`config.mk`:
```
export PLATFORM = sky130hd
export DESIGN_NAME = pio_cycle_gen
export DESIGN_NICKNAME = d
export VERILOG_FILES = /design/src/rtl/pio_tim_pkg.sv /design/src/rtl/pio_drive_regs.sv /design/src/rtl/pio_timing_decode.sv /design/src/rtl/pio_phase_seq.sv /design/src/rtl/pio_cycle_gen.sv
export SDC_FILE = /design/constraint.sdc
export NUM_CORES = 1
export LEC_CHECK = 0
export CAP_MARGIN = 30
export CORE_UTILIZATION = 52
export DETAILED_ROUTE_END_ITERATION = 16
export PLACE_DENSITY_LB_ADDON = 0.1
export SYNTH_ARGS = -nofsm -noshare
export SYNTH_HDL_FRONTEND = slang
export SYNTH_SLANG_ARGS = --single-unit
export TNS_END_PERCENT = 50
```
`constraint.sdc`:
```
create_clock -name clk -period 2.2 [get_ports clk]
set_input_delay 0.44 -clock clk [delete_from_list [all_inputs] [get_ports clk]]
set_output_delay 0.44 -clock clk [all_outputs]
set_load 0.02 [all_outputs]
```
`src/rtl/pio_tim_pkg.sv`:
```
package pio_tim_pkg;

    localparam int CNT_W = 5;

    typedef enum logic [2:0] {
        PH_IDLE   = 3'd0,
        PH_SETUP  = 3'd1,
        PH_ACTIVE = 3'd2,
        PH_RECOV  = 3'd3,
        PH_DONE   = 3'd4,
        PH_ERR    = 3'd5
    } phase_e;

    typedef struct packed {
        logic [1:0] setup;
        logic [7:0] timing;
        logic [1:0] mode;
    } drv_cfg_t;

    localparam drv_cfg_t CFG_RESET = '{setup: 2'b10, timing: 8'h00, mode: 2'b00};

    // address-setup code to clock count (nonlinear)
    function automatic logic [CNT_W-1:0] setup_clocks(input logic [1:0] code);
        logic [CNT_W-1:0] n;
        unique case (code)
            2'b00:   n = CNT_W'(4);
            2'b01:   n = CNT_W'(2);
            2'b10:   n = CNT_W'(3);
            default: n = CNT_W'(5);
        endcase
        return n;
    endfunction

    // strobe-asserted nibble: zero means the longest span
    function automatic logic [CNT_W-1:0] active_clocks(input logic [3:0] code);
        return (code == 4'd0) ? CNT_W'(16) : CNT_W'(code);
    endfunction

    // strobe-released nibble: zero longest, all-ones shortest, else code+1
    function automatic logic [CNT_W-1:0] recovery_clocks(input logic [3:0] code);
        logic [CNT_W-1:0] n;
        if (code == 4'd0)       n = CNT_W'(16);
        else if (code == 4'hF)  n = CNT_W'(1);
        else                    n = CNT_W'(code) + CNT_W'(1);
        return n;
    endfunction

endpackage

```
`src/rtl/pio_drive_regs.sv`:
```
module pio_drive_regs
    import pio_tim_pkg::*;
#(
    parameter int NUM_DRIVES = 4,
    localparam int DRV_W = (NUM_DRIVES > 1) ? $clog2(NUM_DRIVES) : 1
) (
    input  logic             clk,
    input  logic             rst_n,
    input  logic             wr_en,
    input  logic [DRV_W-1:0] wr_drive,
    input  drv_cfg_t         wr_cfg,
    input  logic [DRV_W-1:0] rd_drive,
    output drv_cfg_t         rd_cfg
);

    drv_cfg_t bank [NUM_DRIVES];

    for (genvar g = 0; g < NUM_DRIVES; g++) begin : g_drive
        drv_cfg_t cfg_d, cfg_q;

        always_comb begin
            cfg_d = cfg_q;
            if (wr_en && (wr_drive == DRV_W'(g))) begin
                cfg_d = wr_cfg;
            end
        end

        always_ff @(posedge clk or negedge rst_n) begin
            if (!rst_n) cfg_q <= CFG_RESET;
            else        cfg_q <= cfg_d;
        end

        assign bank[g] = cfg_q;
    end

    assign rd_cfg = bank[rd_drive];

endmodule

```
`src/rtl/pio_timing_decode.sv`:
```
module pio_timing_decode
    import pio_tim_pkg::*;
(
    input  drv_cfg_t         cfg,
    output logic [CNT_W-1:0] setup_n,
    output logic [CNT_W-1:0] active_n,
    output logic [CNT_W-1:0] recov_n,
    output logic             pio_ok
);

    always_comb begin
        setup_n  = setup_clocks(cfg.setup);
        active_n = active_clocks(cfg.timing[7:4]);
        recov_n  = recovery_clocks(cfg.timing[3:0]);
        pio_ok   = (cfg.mode == 2'b00);
    end

endmodule

```
`src/rtl/pio_phase_seq.sv`:
```
module pio_phase_seq
    import pio_tim_pkg::*;
#(
    parameter int DATA_W = 16,
    parameter int DRV_W  = 2
) (
    input  logic              clk,
    input  logic              rst_n,
    input  logic              req_valid,
    input  logic [DRV_W-1:0]  req_drive,
    input  logic              req_write,
    input  logic [DATA_W-1:0] req_wdata,
    input  logic [CNT_W-1:0]  setup_n,
    input  logic [CNT_W-1:0]  active_n,
    input  logic [CNT_W-1:0]  recov_n,
    input  logic              pio_ok,
    input  logic [DATA_W-1:0] data_in,
    output logic              ready,
    output logic [DRV_W-1:0]  sel_drive,
    output logic              addr_valid,
    output logic              rd_stb,
    output logic              wr_stb,
    output logic [DATA_W-1:0] data_out,
    output logic              data_oe,
    output logic [DATA_W-1:0] rd_data,
    output logic              done,
    output logic              err
);

    typedef struct packed {
        phase_e            phase;
        logic [CNT_W-1:0]  left;
        logic [CNT_W-1:0]  act;
        logic [CNT_W-1:0]  rec;
        logic              wr;
        logic [DRV_W-1:0]  drv;
        logic [DATA_W-1:0] wdata;
        logic [DATA_W-1:0] rdata;
    } seq_t;

    seq_t st_d, st_q;

    always_comb begin
        st_d = st_q;
        unique case (st_q.phase)
            PH_IDLE: begin
                if (req_valid) begin
                    st_d.drv   = req_drive;
                    st_d.wr    = req_write;
                    st_d.wdata = req_wdata;
                    st_d.act   = active_n;
                    st_d.rec   = recov_n;
                    if (pio_ok) begin
                        st_d.phase = PH_SETUP;
                        st_d.left  = setup_n;
                    end else begin
                        st_d.phase = PH_ERR;
                    end
                end
            end
            PH_SETUP: begin
                if (st_q.left == CNT_W'(1)) begin
                    st_d.phase = PH_ACTIVE;
                    st_d.left  = st_q.act;
                end else begin
                    st_d.left = st_q.left - CNT_W'(1);
                end
            end
            PH_ACTIVE: begin
                if (st_q.left == CNT_W'(1)) begin
                    st_d.phase = PH_RECOV;
                    st_d.left  = st_q.rec;
                    if (!st_q.wr) st_d.rdata = data_in;
                end else begin
                    st_d.left = st_q.left - CNT_W'(1);
                end
            end
            PH_RECOV: begin
                if (st_q.left == CNT_W'(1)) st_d.phase = PH_DONE;
                else                        st_d.left  = st_q.left - CNT_W'(1);
            end
            default: st_d.phase = PH_IDLE;
        endcase
    end

    always_ff @(posedge clk or negedge rst_n) begin
        if (!rst_n) st_q <= '0;
        else        st_q <= st_d;
    end

    logic busy_bus;
    assign busy_bus   = (st_q.phase == PH_SETUP) || (st_q.phase == PH_ACTIVE) ||
                        (st_q.phase == PH_RECOV);
    assign ready      = (st_q.phase == PH_IDLE);
    assign sel_drive  = st_q.drv;
    assign addr_valid = busy_bus;
    assign rd_stb     = (st_q.phase == PH_ACTIVE) && !st_q.wr;
    assign wr_stb     = (st_q.phase == PH_ACTIVE) && st_q.wr;
    assign data_oe    = busy_bus && st_q.wr;
    assign data_out   = st_q.wdata;
    assign rd_data    = st_q.rdata;
    assign done       = (st_q.phase == PH_DONE);
    assign err        = (st_q.phase == PH_ERR);

    assert_one_strobe_R2: assert property (@(posedge clk) disable iff (!rst_n)
        !(rd_stb && wr_stb));

    assert_strobe_inside_addr_R3: assert property (@(posedge clk) disable iff (!rst_n)
        (rd_stb || wr_stb) |-> addr_valid);

    assert_cycle_from_idle_R1: assert property (@(posedge clk) disable iff (!rst_n)
        $rose(addr_valid) |-> $past(ready) && !rd_stb && !wr_stb);

    assert_done_single_R4: assert property (@(posedge clk) disable iff (!rst_n)
        done |-> !addr_valid ##1 (!done && ready));

    assert_refusal_quiet_R8: assert property (@(posedge clk) disable iff (!rst_n)
        err |-> !addr_valid && !rd_stb && !wr_stb ##1 ready);

    assert_busy_holds_R9: assert property (@(posedge clk) disable iff (!rst_n)
        addr_valid |=> (addr_valid && $stable(sel_drive)) || done);

    assert_write_data_steady_R7: assert property (@(posedge clk) disable iff (!rst_n)
        (data_oe && $past(data_oe)) |-> $stable(data_out));

endmodule

```
`src/rtl/pio_cycle_gen.sv`:
```
module pio_cycle_gen
    import pio_tim_pkg::*;
#(
    parameter int NUM_DRIVES = 4,
    parameter int DATA_W     = 16,
    localparam int DRV_W     = (NUM_DRIVES > 1) ? $clog2(NUM_DRIVES) : 1
) (
    input  logic              clk,
    input  logic              rst_n,
    input  logic              cfg_we,
    input  logic [DRV_W-1:0]  cfg_drive,
    input  logic [1:0]        cfg_setup,
    input  logic [7:0]        cfg_timing,
    input  logic [1:0]        cfg_mode,
    input  logic              req_valid,
    input  logic [DRV_W-1:0]  req_drive,
    input  logic              req_write,
    input  logic [DATA_W-1:0] req_wdata,
    output logic              req_ready,
    output logic [DRV_W-1:0]  bus_sel_drive,
    output logic              bus_addr_valid,
    output logic              bus_rd_stb,
    output logic              bus_wr_stb,
    output logic [DATA_W-1:0] bus_data_out,
    output logic              bus_data_oe,
    input  logic [DATA_W-1:0] bus_data_in,
    output logic [DATA_W-1:0] rd_data,
    output logic              done,
    output logic              err
);

    drv_cfg_t         wr_cfg, sel_cfg;
    logic [CNT_W-1:0] setup_n, active_n, recov_n;
    logic             pio_ok;

    assign wr_cfg = '{setup: cfg_setup, timing: cfg_timing, mode: cfg_mode};

    pio_drive_regs #(.NUM_DRIVES(NUM_DRIVES)) u_regs (
        .clk      (clk),
        .rst_n    (rst_n),
        .wr_en    (cfg_we),
        .wr_drive (cfg_drive),
        .wr_cfg   (wr_cfg),
        .rd_drive (req_drive),
        .rd_cfg   (sel_cfg)
    );

    pio_timing_decode u_dec (
        .cfg      (sel_cfg),
        .setup_n  (setup_n),
        .active_n (active_n),
        .recov_n  (recov_n),
        .pio_ok   (pio_ok)
    );

    pio_phase_seq #(.DATA_W(DATA_W), .DRV_W(DRV_W)) u_seq (
        .clk        (clk),
        .rst_n      (rst_n),
        .req_valid  (req_valid),
        .req_drive  (req_drive),
        .req_write  (req_write),
        .req_wdata  (req_wdata),
        .setup_n    (setup_n),
        .active_n   (active_n),
        .recov_n    (recov_n),
        .pio_ok     (pio_ok),
        .data_in    (bus_data_in),
        .ready      (req_ready),
        .sel_drive  (bus_sel_drive),
        .addr_valid (bus_addr_valid),
        .rd_stb     (bus_rd_stb),
        .wr_stb     (bus_wr_stb),
        .data_out   (bus_data_out),
        .data_oe    (bus_data_oe),
        .rd_data    (rd_data),
        .done       (done),
        .err        (err)
    );

endmodule

```
# Word level (Yosys, flattened, before mapping)
# Index checks and enable logic that the tools add are counted.
[word_totals]
out_inout_bits = 41
register_bits = 101
in_bits = 53
word_cells = 82
[classes]
n_mux = 18
eq_ne = 18
magnitude_cmp = 1
bitwise_logic = 2
reduce_logical = 21
addsub = 2
[op_table]
columns = ["op", "n"]
rows = [
  ["two-way mux 37 bit", 1],
  ["two-way mux 5 bit", 7],
  ["binary-select mux 12 bit (select 2 bit)", 1],
  ["two-way mux 12 bit", 2],
  ["one-hot mux 5 bit (4 select lines)", 1],
  ["two-way mux 3 bit", 4],
  ["one-hot mux 3 bit (4 select lines)", 1],
  ["one-hot mux 3 bit (3 select lines)", 1],
  ["zero test 4 bit", 2],
  ["!= test 2 x 1 -> 1 bit (second input constant)", 4],
  ["AND reduction 4 bit", 2],
  ["logical AND 1 bit", 7],
  ["== test 2 bit (second input constant)", 3],
  ["== test 3 x 2 -> 1 bit (second input constant)", 2],
  ["== test 3 bit (second input constant)", 2],
  ["zero test 2 bit", 3],
  ["adder 4 x 1 -> 5 bit (second input constant)", 1],
  ["== test 5 x 1 -> 1 bit (second input constant)", 1],
  ["subtractor 5 x 1 -> 5 bit (second input constant)", 1],
  ["== test 2 x 1 -> 1 bit (second input constant)", 2],
  ["== test 4 bit (second input constant)", 1],
  ["!= test 2 bit (second input constant)", 2],
  ["nonzero test 4 bit", 1],
  ["== test 3 x 1 -> 1 bit (second input constant)", 1],
  ["other kinds (8)", 9],
]

# Depth between registers and ports, before layout
# Gate-level depths: netlist of the first run.
[depth]
ltp_word = 9
mapped_depth = 8
depth_no_buf = 7

# By module
# A second synthesis of the first run with hierarchy kept.
[unflattened]
cells_unflattened = 367
area_unflattened_um2 = 4971.0
[modules_own_cells]
columns = ["mod", "instances", "seq_area_each_um2", "cells_per_inst", "area_each_um2"]
rows = [
  ["pio_phase_seq", 1, 1326.3, 220, 2703.8],
  ["pio_drive_regs", 1, 1206.2, 118, 2088.3],
  ["pio_timing_decode", 1, 0.0, 29, 178.9],
]

# Worst setup path before layout of the first run
# No wires, ideal clock.
[synth_path]
kind = "register to register"
start = "register u_seq.st_q[50] in the netlist's numbering"
end = "register u_seq.st_q, in the netlist u_seq.rd_data[10]"
n_path_buf = 1
slack_ps = 113
required_ps = 2075
synth_period_minus_slack_ps = 2087
t_arrival_ps = 1963
path_stages_with_launch = 6
setup_time_ps = 125
path_cell_list = "dfrtp_1 -> nor2b_1 -> nor3b_1 -> nand2_2 -> buf_2 -> mux2_2"
[synth_via]
elab_chain_len = 2
[synth_lines]
columns = ["item", "line", "text"]
rows = [
  ["start: declaration", "pio_phase_seq.sv:41", "seq_t st_d, st_q;"],
  ["start signal: assignment", "pio_phase_seq.sv:88", "else st_q <= st_d;"],
  ["== test 3 x 2 -> 1 bit", "pio_phase_seq.sv:45", "unique case (st_q.phase)"],
  ["AND reduction 3 bit (no line)", "n/a", ""],
]
# Every way passes these cells.
# A chain may end at the register's enable or synchronous reset.

# Final worst setup path of the first run
[layout_path]
start = "register u_seq.st_q[46] in the netlist's numbering"
end = "register u_seq.st_q[45] in the netlist's numbering"
[layout_via]
elab_chain_len = 3
elab_cells_between_ends = 6
classes_between = "eq/ne: 2; mux: 3; reduce/logical: 1"
[layout_lines]
columns = ["item", "line", "text"]
rows = [
  ["== test 5 x 1 -> 1 bit (*)", "pio_phase_seq.sv:62, pio_phase_seq.sv:70, pio_phase_seq.sv:79", ""],
  ["two-way mux 5 bit, or another cell as far along", "pio_phase_seq.sv:70", "if (st_q.left == CNT_W'(1)) begin"],
  ["one-hot mux 5 bit (4 select lines) / AND reduction 4 bit (equally long branches)", "n/a", ""],
]
# Every way passes the cells marked *; elsewhere a longest branch is shown, timed or not.

==> results of run 1 <==
[worst reg2reg max path: cells and delay by family, from the launching register on]
kind / cells / cell delay (ns)
AOI/OAI and AO/OA: 2 / 0.70
DFF: 1 / 0.39
buffers and inverters: 1 / 0.08
muxes: 1 / 0.39
and+or+nand+nor: 1 / 0.21
adders and majority gates: 1 / 0.20
[routing by layer]
metal	vias up	share of wire (%)	global-route usage [%]	wire, um
met5	-	0	0	0
met2	83	49	33.3	4550
met3	17	4.3	4.01	401
li1	1411	-	-	-
met1	1539	45	27.9	4140
met4	0	1.7	7.12	160
[stage by stage]
step           setup slack, ns  cells  TNS [ns]  hold WS (ns)  power, mW
3_5_place_dp            -0.437    533     -4.05         0.447       6.11
4_1_cts                -0.0589    550   -0.0589        0.0455       7.45
5_1_grt                 0.0119    550         0        0.0591       7.84
2_1_floorplan            0.113    354         0         0.144       5.17
3_3_place_gp            -0.381    533     -3.37         0.451       6.01
6_report                 0.119    550         0        0.0415       7.40
[placed cells by master, fill, tap and decap left out, types with 2 or more instances in the layout]
master and count:
mux4_1 9, dlymetal6s2s_1 2, a22o_1 2, o311ai_1 2
clkbuf_8 11, inv_2 2, nand3b_1 2, buf_4 27
a21oi_1 6, ha_1 6, dlygate4sd2_1 6, bufinv_16 2
buf_12 2, dfrtp_1 95, a22oi_1 3, a31oi_1 2
dfstp_2 4, and2_1 6, clkdlybuf4s50_1 84, mux2i_1 2
dfrtp_2 2, nor3b_1 4, nor3_1 9, nor2b_1 2
mux2_2 92, nand3_1 2, o221ai_1 2, o21ai_0 9
nand2_1 3, nor2_1 10, inv_1 7
[path summary, 6_finish.rpt]
path                                  from            endpoint
hold / removal                       rst_n  u_seq.data_out[10]
setup reg to reg            u_seq.st_q[46]      u_seq.st_q[45]
min in group clk           u_regs.bank[16]     u_regs.bank[16]
setup / recovery            u_seq.st_q[46]      u_seq.st_q[45]
max in group asynchronous            rst_n      u_regs.bank[7]
hold reg to reg            u_regs.bank[16]     u_regs.bank[16]
[kinds of logic after synthesis]
family | after synthesis
AO/OA/AOI/OAI | 35
adder cells (fa/ha/maj) | 6
AND/OR/NAND/NOR | 49
multiplexers | 104
buffers and inverters | 58
flip-flops | 101
XOR/XNOR | 1
[what timing repair did]
item	CTS	global route
setup endpoints to repair	9	4
buffers inserted	1	0
gates resized for setup	9	4
[power breakdown]
part           leakage (nW)  total (mW)  switching [mW]  internal [mW]
registers              1.19        2.92           0.400           2.52
clock network         0.117        1.34           0.634          0.710
logic                  1.29        3.13            1.42           1.71
[layout make-up]
| type | instances | area, um^2 |
|---|---|---|
| clock inverter | 4 | 77.6 |
| sequential | 101 | 2530 |
| fill | 663 | 2820 |
| inverter | 9 | 33.8 |
| clock buffer | 12 | 155 |
| tap | 108 | 135 |
| timing repair buffer | 121 | 1160 |
| multi-input combinational | 195 | 1930 |
[flip-flops by register name, summed over array words and instances (netlist names)]
register and flops:
u_regs.bank 48, u_seq.st_q 19, u_seq.data_out 16, u_seq.rd_data 16, u_seq.sel_drive 2
==> run_results.csv, run 1 <==
group,metric,value,unit
status,outcome,"finished, violations left",
status,violations,"design-rule violations",
cells_and_area,layout.nets,496,
power_and_ir_drop,ir_worst_vdd,0.674,mV
sta,finalHoldViolations,0,
place,globalplace.congestion,0.865,
global_routing,grt_max_degree,41,
global_routing,grt_pass1_wl,15400,um
routing,wl_per_cell,16.8,um
die,core,8850,um^2
worst_setup_path,cp-start-kind,"register",
place,hpwl,6640,um
sta,final.setup_skew,0.0111,ns
sta,tightestPinTransition,0.663,ns
sta,max_freq,481,MHz
die,fp.dieH,98.3,um
worst_setup_path,r2r_setup_slack,0.12,ns
logic_synthesis,synth.yosys.seq_area_share,52.5,%
clock_network,clk_pin_slew,0.10,ns
cells_and_area,antennaDiodeCount,0,
routing,viasPerCell,5.55,
global_routing,gr-total-overflow,0,
logic_synthesis,avgSynthCellArea,13.6,um^2
logic_synthesis,yosysTopAreaCellShare,50.4,%
sta,maxSlewViolCount,0,
clock_network,cts-root-buf,"clkbuf_8",
worst_setup_path,worstRegToRegCells,6,
worst_setup_path,arrival,2.33,ns
power_and_ir_drop,p_leak,2.60,nW
cells_and_area,area_growth,25.1,%
power_and_ir_drop,power_density,1230,nW/um^2
clock_network,cts.sinks,101,
clock_network,cts_max_level,3,
routing,firstDrtPassIters,13,
die,die-area,9660,um^2
logic_synthesis,yosys.area_share.simple,5.97,%
die,row_count,34,
sta,finalSetupViolations,0,
cells_and_area,utilization,68.2,%
logic_synthesis,netlist_top_cells_count,"dfrtp_1 (97), mux2_2 (92), buf_4 (34), nor2_1 (11)",
worst_setup_path,cp.depth,6,
routing,vias,3050,
die,initial_utilization,54.5,%
worst_setup_path,endpoint_kind,"register",
hold_path,hold_class,"in2async",
place,placed_area,5780,um^2
routing,antenna_left,0,
place,port_buffers,93,
logic_synthesis,synthMuxAreaShare,27.3,%
clock_network,insertion_delay,0.36,ns
worst_setup_path,critPathBufInv,1,
clock_network,tritoncts,"yes",
logic_synthesis,synth_xor_area_share,0.182,%
routing,drc,3,
logic_synthesis,yosys.area.top_type,"dfrtp_1",
logic_synthesis,synth_seq_cells,101,
worst_setup_path,path_class,"reg2reg",
worst_setup_path,crit_family,"compound AO/OA/AOI/OAI gates",
global_routing,grtUsageTotal,20.6,%
logic_synthesis,synth_nets,413,
logic_synthesis,synth_edf_count,0,
die,ios,94,
sta,max_slew_margin,55.7,%
worst_setup_path,path_max_fanout,7,
routing,wl,9250,um
logic_synthesis,synth_ff_type,"dfrtp_1",
clock_network,cts-hold-fix-buffers,0,
logic_synthesis,synth_compound_area_share,4.98,%
logic_synthesis,async_flop_share,100,%
global_routing,antenna_found_initial,0,
worst_setup_path,crit_path_top_delay_cell,"a211oi_2",
logic_synthesis,synth_most_common_cell,"dfrtp_1",
logic_synthesis,syn-instance-count,354,
clock_network,max-clock-path-buffers,2,
die,die_x,98.3,um
global_routing,grt_pass1_vias,3115,
sta,timing.final.crit_share,94.6,%
clock_network,cts_made_buffers,9,
routing,drt_iter0_drc,80,
logic_synthesis,synth_top_family_by_area,"multiplexers",
cells_and_area,fin_area,6030,um^2
logic_synthesis,ys_top_cells_by_area,"dfrtp_1 (50%), mux2_2 (21%), buf_4 (5.3%)",
logic_synthesis,synthAdderAreaFrac,1.56,%
sta,rsz0062_at_grt,"no",
worst_setup_path,crit_required,2.45,ns
job,drv_cap,0,
sta,min_period,2.08,ns
logic_synthesis,syn_area,4820,um^2
worst_setup_path,crit_chain,"inv_1 -> ha_1 -> nor4b_2 -> a211o_1 -> a211oi_2 -> mux2_2",
cells_and_area,drive_gt1_share,34.4,%
logic_synthesis,yosysWarningCount,0,
worst_setup_path,worst_path_largest_cell_delay,0.41,ns
logic_synthesis,yosysUniqueCellTypes,49,
(Power assumes the default switching activity.)
==> run 2: changes to the inputs <==
Settings changed: CORE_MARGIN set to 1.5.
==> run 2 against run 1 <==
  * The run now ends clean
  * Fmax fell by 1.0%
  * Count of clock-buffer cells in the layout is 2 lower
  * Sequential power hardly changed
  * Wire length increased by 1.8%
  * Highest routed layer unchanged
  * Via count shrank 1.5%
  * Non-clock buffer count up 1
  * Critical path depth shrank 1
  * Setup slack got worse by 0.021 ns
  * Die area grew 2.0%
  * Cell count up 0.18%
  * Critical path type is now reg2out
==> run_results.csv, run 2 (synthesis results as in run 1) <==
group,metric,value,unit
routing,firstDrtPassIters,4,
sta,setup_slack,0.0978,ns
sta,hold_slack,0.0499,ns
worst_setup_path,crit_path_top_delay_cell,"dfrtp_1",
place,globalplace.congestion,0.881,
cells_and_area,fin_area,6000,um^2
global_routing,antenna_found_initial,0,
cells_and_area,antennaDiodeCount,0,
cells_and_area,stdcell_count,551,
cells_and_area,final_cell_mix,"dfrtp_1 (97), mux2_2 (92), clkdlybuf4s50_1 (84)",
worst_setup_path,path_max_fanout,7,
sta,finalHoldViolations,0,
sta,finalSetupViolations,0,
worst_setup_path,cp.depth,5,
routing,wl,9420,um
worst_setup_path,worstRegToRegCells,6,
job,drv_cap,0,
die,die_x,99.3,um
global_routing,grt_pass1_wl,15700,um
routing,wl_per_cell,17.1,um
sta,min_period,2.10,ns
cells_and_area,drive_gt1_share,34.5,%
power_and_ir_drop,p_leak,2.57,nW
worst_setup_path,arrival,1.66,ns
place,port_buffers,93,
global_routing,gr-total-overflow,0,
clock_network,cts-root-buf,"clkbuf_8",
worst_setup_path,worst_path_largest_cell_delay,0.41,ns
sta,rsz0062_at_grt,"yes",
global_routing,grt_pass1_vias,3114,
sta,timing.final.crit_share,95.6,%
sta,max_freq,476,MHz
sta,tns,0,ns
global_routing,grt_max_degree,44,
place,place_inst,535,
worst_setup_path,crit_chain,"buf_4 -> o21bai_2 -> inv_2 -> and2_1 -> dlygate4sd2_1",
sta,maxSlewViolCount,0,
routing,antenna_left,0,
cells_and_area,layout.nets,497,
die,fp.dieH,99.3,um
place,pre_cts_slack,-0.457,ns
worst_setup_path,cp-start-kind,"register",
sta,max_slew_margin,53.9,%
die,ios,94,
die,die-area,9860,um^2
cells_and_area,area_growth,24.6,%
power_and_ir_drop,power_density,1200,nW/um^2
clock_network,clk_pin_slew,0.10,ns
sta,tightestPinTransition,0.690,ns
worst_setup_path,path_class,"reg2out",
worst_setup_path,crit_required,1.76,ns
clock_network,tritoncts,"yes",
worst_setup_path,r2r_end,"u_seq.st_q[46]",
sta,final.setup_skew,0.0104,ns
die,core,8850,um^2
status,outcome,"finished, final reports clean",
routing,drt_iter0_drc,44,
die,row_count,34,
routing,drc,0,
power_and_ir_drop,ir_worst_vdd,0.539,mV
clock_network,insertion_delay,0.37,ns
die,initial_utilization,54.5,%
worst_setup_path,endpoint_kind,"output pin",
hold_path,hold_class,"in2async",
routing,viasPerCell,5.45,
worst_setup_path,r2r_start,"u_seq.st_q[46]",
worst_setup_path,r2r_setup_slack,0.14,ns
clock_network,cts_made_buffers,9,
clock_network,cts.sinks,101,
clock_network,cts_max_level,3,
cells_and_area,largest_reg_flops,48,
cells_and_area,final_common_cell,"dfrtp_1",
worst_setup_path,crit_family,"buffers and inverters",
global_routing,grtUsageTotal,20.4,%
cells_and_area,fillerInstances,674,
worst_setup_path,critPathBufInv,3,
clock_network,max-clock-path-buffers,2,
place,placed_area,5810,um^2
routing,vias,3003,
place,hpwl,6850,um
run 2: cell types whose count changed in the layout (fill, tap and decap cells not counted), sizes merged:
cell / previous run / this run
bufinv: 2 / 0
clkbuf: 12 / 10
clkinvlp: 0 / 2
dlygate4sd2: 6 / 8
dlymetal6s2s: 2 / 0
inv: 10 / 12
buf: 29 / 30
run 2: power breakdown:
| part | leakage, nW | internal, mW | switching [mW] |
|---|---|---|---|
| clock | 0.0854 | 0.430 | 0.673 |
| combinational | 1.29 | 1.74 | 1.46 |
| sequential | 1.19 | 2.52 | 0.394 |
run 2: timing repair:
action	in CTS	in global routing
hold endpoints to repair	0	0
gates cloned	0	0
gates resized for setup	10	4
hold buffers	0	0
setup endpoints to repair	10	5
buffers inserted	0	0
run 2: worst reg2reg max path, delay by kind of cell (launching register included):
kind                       cells  cell delay, ns
buffers and inverters          1            0.09
AOI/OAI and AO/OA              2            0.36
adders and majority gates      1            0.19
and+or+nand+nor                1            0.59
muxes                          1            0.30
DFF                            1            0.43
run 2: layer usage:
layer	track usage (%)	wire length [um]
met5	0	0
met2	32.8	4590
met3	4.92	351
met4	6.93	155
met1	27.4	4320
run 2: stage by stage:
stage	total power, mW	utilization, %
after floorplan	5.17	-
after global placement	6.05	65.7
after detailed placement	6.15	65.7
after CTS	7.23	67.6
after global routing	7.67	67.9
final	7.21	67.9
run 2: final cells by class:
type	count	area (um^2)	area share [%]
clock inverter	6	52.6	0.875
timing repair buffer	122	1170	19.5
multi-input combinational	195	1950	32.5
inverter	9	33.8	0.563
sequential	101	2530	42.2
tap	108	135	2.25
clock buffer	10	128	2.13
run 2: worst max path at each step:
stage,start,to,slack [ns]
after floorplan,u_seq.st_q[50],u_seq.rd_data[10],0.11
after global placement,req_drive[0],u_seq.st_q[38],-0.39
after detailed placement,req_drive[0],u_seq.st_q[38],-0.46
after CTS,u_seq.st_q[50],bus_rd_stb,0.02
after global routing,u_seq.st_q[46],u_seq.st_q[47],-0.002
final,u_seq.st_q[51],bus_data_oe,0.1
==> run 3: changes to the inputs <==
Settings changed: CTS_CLUSTER_DIAMETER set to 30.
Clock period 2.2 ns to 2.3 ns, I/O delays scaled along.
==> run 3 against run 2 <==
  * Critical path depth is 2 lower
  * Sequential share of layout area increased by 0.28 points
  * Critical path type unchanged
  * Register-to-register slack better by 0.05 ns
==> run_results.csv, run 3 (synthesis results as in run 1) <==
group,metric,value,unit
status,outcome,"finished, final reports clean",
clock_network,cts.sinks,101,
die,core,8850,um^2
die,initial_utilization,54.5,%
cells_and_area,fin_area,5970,um^2
sta,min_period,2.28,ns
worst_setup_path,endpoint_kind,"output pin",
routing,wl,9150,um
power_and_ir_drop,power_density,1160,nW/um^2
sta,max_freq,439,MHz
clock_network,max-clock-path-buffers,2,
sta,finalHoldViolations,0,
routing,antenna_left,0,
clock_network,cts_max_level,3,
clock_network,insertion_delay,0.35,ns
clock_network,cts_made_buffers,9,
worst_setup_path,crit_required,1.84,ns
clock_network,cts-root-buf,"clkbuf_8",
place,port_buffers,93,
clock_network,tritoncts,"yes",
global_routing,grt_max_degree,51,
sta,max_slew_margin,51.4,%
routing,viasPerCell,5.48,
sta,maxSlewViolCount,0,
global_routing,grt_pass1_vias,3072,
sta,tightestPinTransition,0.727,ns
sta,final.setup_skew,0.00913,ns
routing,firstDrtPassIters,4,
worst_setup_path,arrival,1.82,ns
sta,finalSetupViolations,0,
sta,tns,0,ns
global_routing,grtUsageTotal,19.5,%
routing,wl_per_cell,16.7,um
worst_setup_path,path_max_fanout,8,
sta,timing.final.crit_share,99.0,%
clock_network,cts_setup_buffers,0,
clock_network,clk_pin_slew,0.09,ns
die,die_x,99.3,um
die,ios,94,
sta,hold_slack,0.0544,ns
sta,rsz0062_at_grt,"yes",
cells_and_area,fillerInstances,703,
die,fp.dieH,99.3,um
cells_and_area,layout.nets,493,
cells_and_area,largest_reg_flops,48,
routing,drt_iter0_drc,95,
power_and_ir_drop,p_leak,2.56,nW
routing,vias,3000,
worst_setup_path,path_class,"reg2out",
hold_path,hold_class,"in2async",
cells_and_area,drive_gt1_share,33.0,%
power_and_ir_drop,ir_worst_vdd,0.617,mV
die,die-area,9860,um^2
cells_and_area,area_growth,23.9,%
cells_and_area,final_common_cell,"dfrtp_1",
global_routing,antenna_found_initial,0,
place,globalplace.congestion,0.871,
global_routing,grt_pass1_wl,15100,um
cells_and_area,final_cell_mix,"dfrtp_1 (95), mux2_2 (92), clkdlybuf4s50_1 (86)",
cells_and_area,antennaDiodeCount,0,
global_routing,gr-total-overflow,0,
die,row_count,34,
cells_and_area,regArea,2530,um^2
cells_and_area,multi_input_area,1930,um^2
routing,drc,0,
worst_setup_path,cp-start-kind,"register",
place,placed_area,5760,um^2
job,drv_cap,0,
place,hpwl,6580,um
-- run 3: path summary, 6_finish.rpt --
check / startpoint / end / slack, ns / cells past startpoint
max: u_seq.st_q[51] / done / 0.02 / 3
min: rst_n / u_seq.data_out[9] / 0.05 / 1
max reg2reg: u_seq.st_q[46] / u_seq.st_q[46] / 0.19 / 6
min reg2reg: u_regs.bank[21] / u_regs.bank[21] / 0.51 / 1
max in group asynchronous: rst_n / u_regs.bank[6] / 1.61 / 2
min in group clk: u_regs.bank[21] / u_regs.bank[21] / 0.51 / 1
-- run 3: metrics by stage --
stage	util [%]	power, mW	instances	setup slack [ns]
finish	67.5	6.92	547	0.0222
global route	67.5	7.33	547	-0.0273
CTS	67.4	6.98	547	0.000908
detailed placement	65.1	5.79	531	-0.257
global placement	65.1	5.71	531	-0.210
floorplan	-	4.95	354	0.213
-- run 3: power breakdown --
| group | internal (mW) | switching [mW] |
|---|---|---|
| Combinational | 1.59 | 1.32 |
| Clock | 0.618 | 0.583 |
| Sequential | 2.41 | 0.390 |
-- run 3: routing by layer --
| layer | wire, um | GRT usage, % |
|---|---|---|
| met5 | 0 | 0 |
| met4 | 74 | 5.53 |
| met3 | 305 | 3.44 |
| met2 | 4510 | 32.7 |
| met1 | 4260 | 26.4 |
-- run 3: cell type report --
class | instances | share of cell area (%)
clock buffer | 12 | 2.26
clock inverter | 4 | 1.24
inverter | 9 | 0.566
multi-input combinational | 195 | 32.3
sequential | 101 | 42.5
tap | 108 | 2.26
timing repair buffer | 118 | 18.9
-- run 3: critical path: stages (launching register included) --
cell	delay, ns
dfrtp_2	0.47
nor2_1	0.24
and2_1	0.16
clkdlybuf4s50_1	0.60
-- run 3: repair_timing --
item,in CTS,in global routing
cloned,0,0
endpoints found under the setup margin,6,3
hold buffers,0,0
resized for setup,6,3
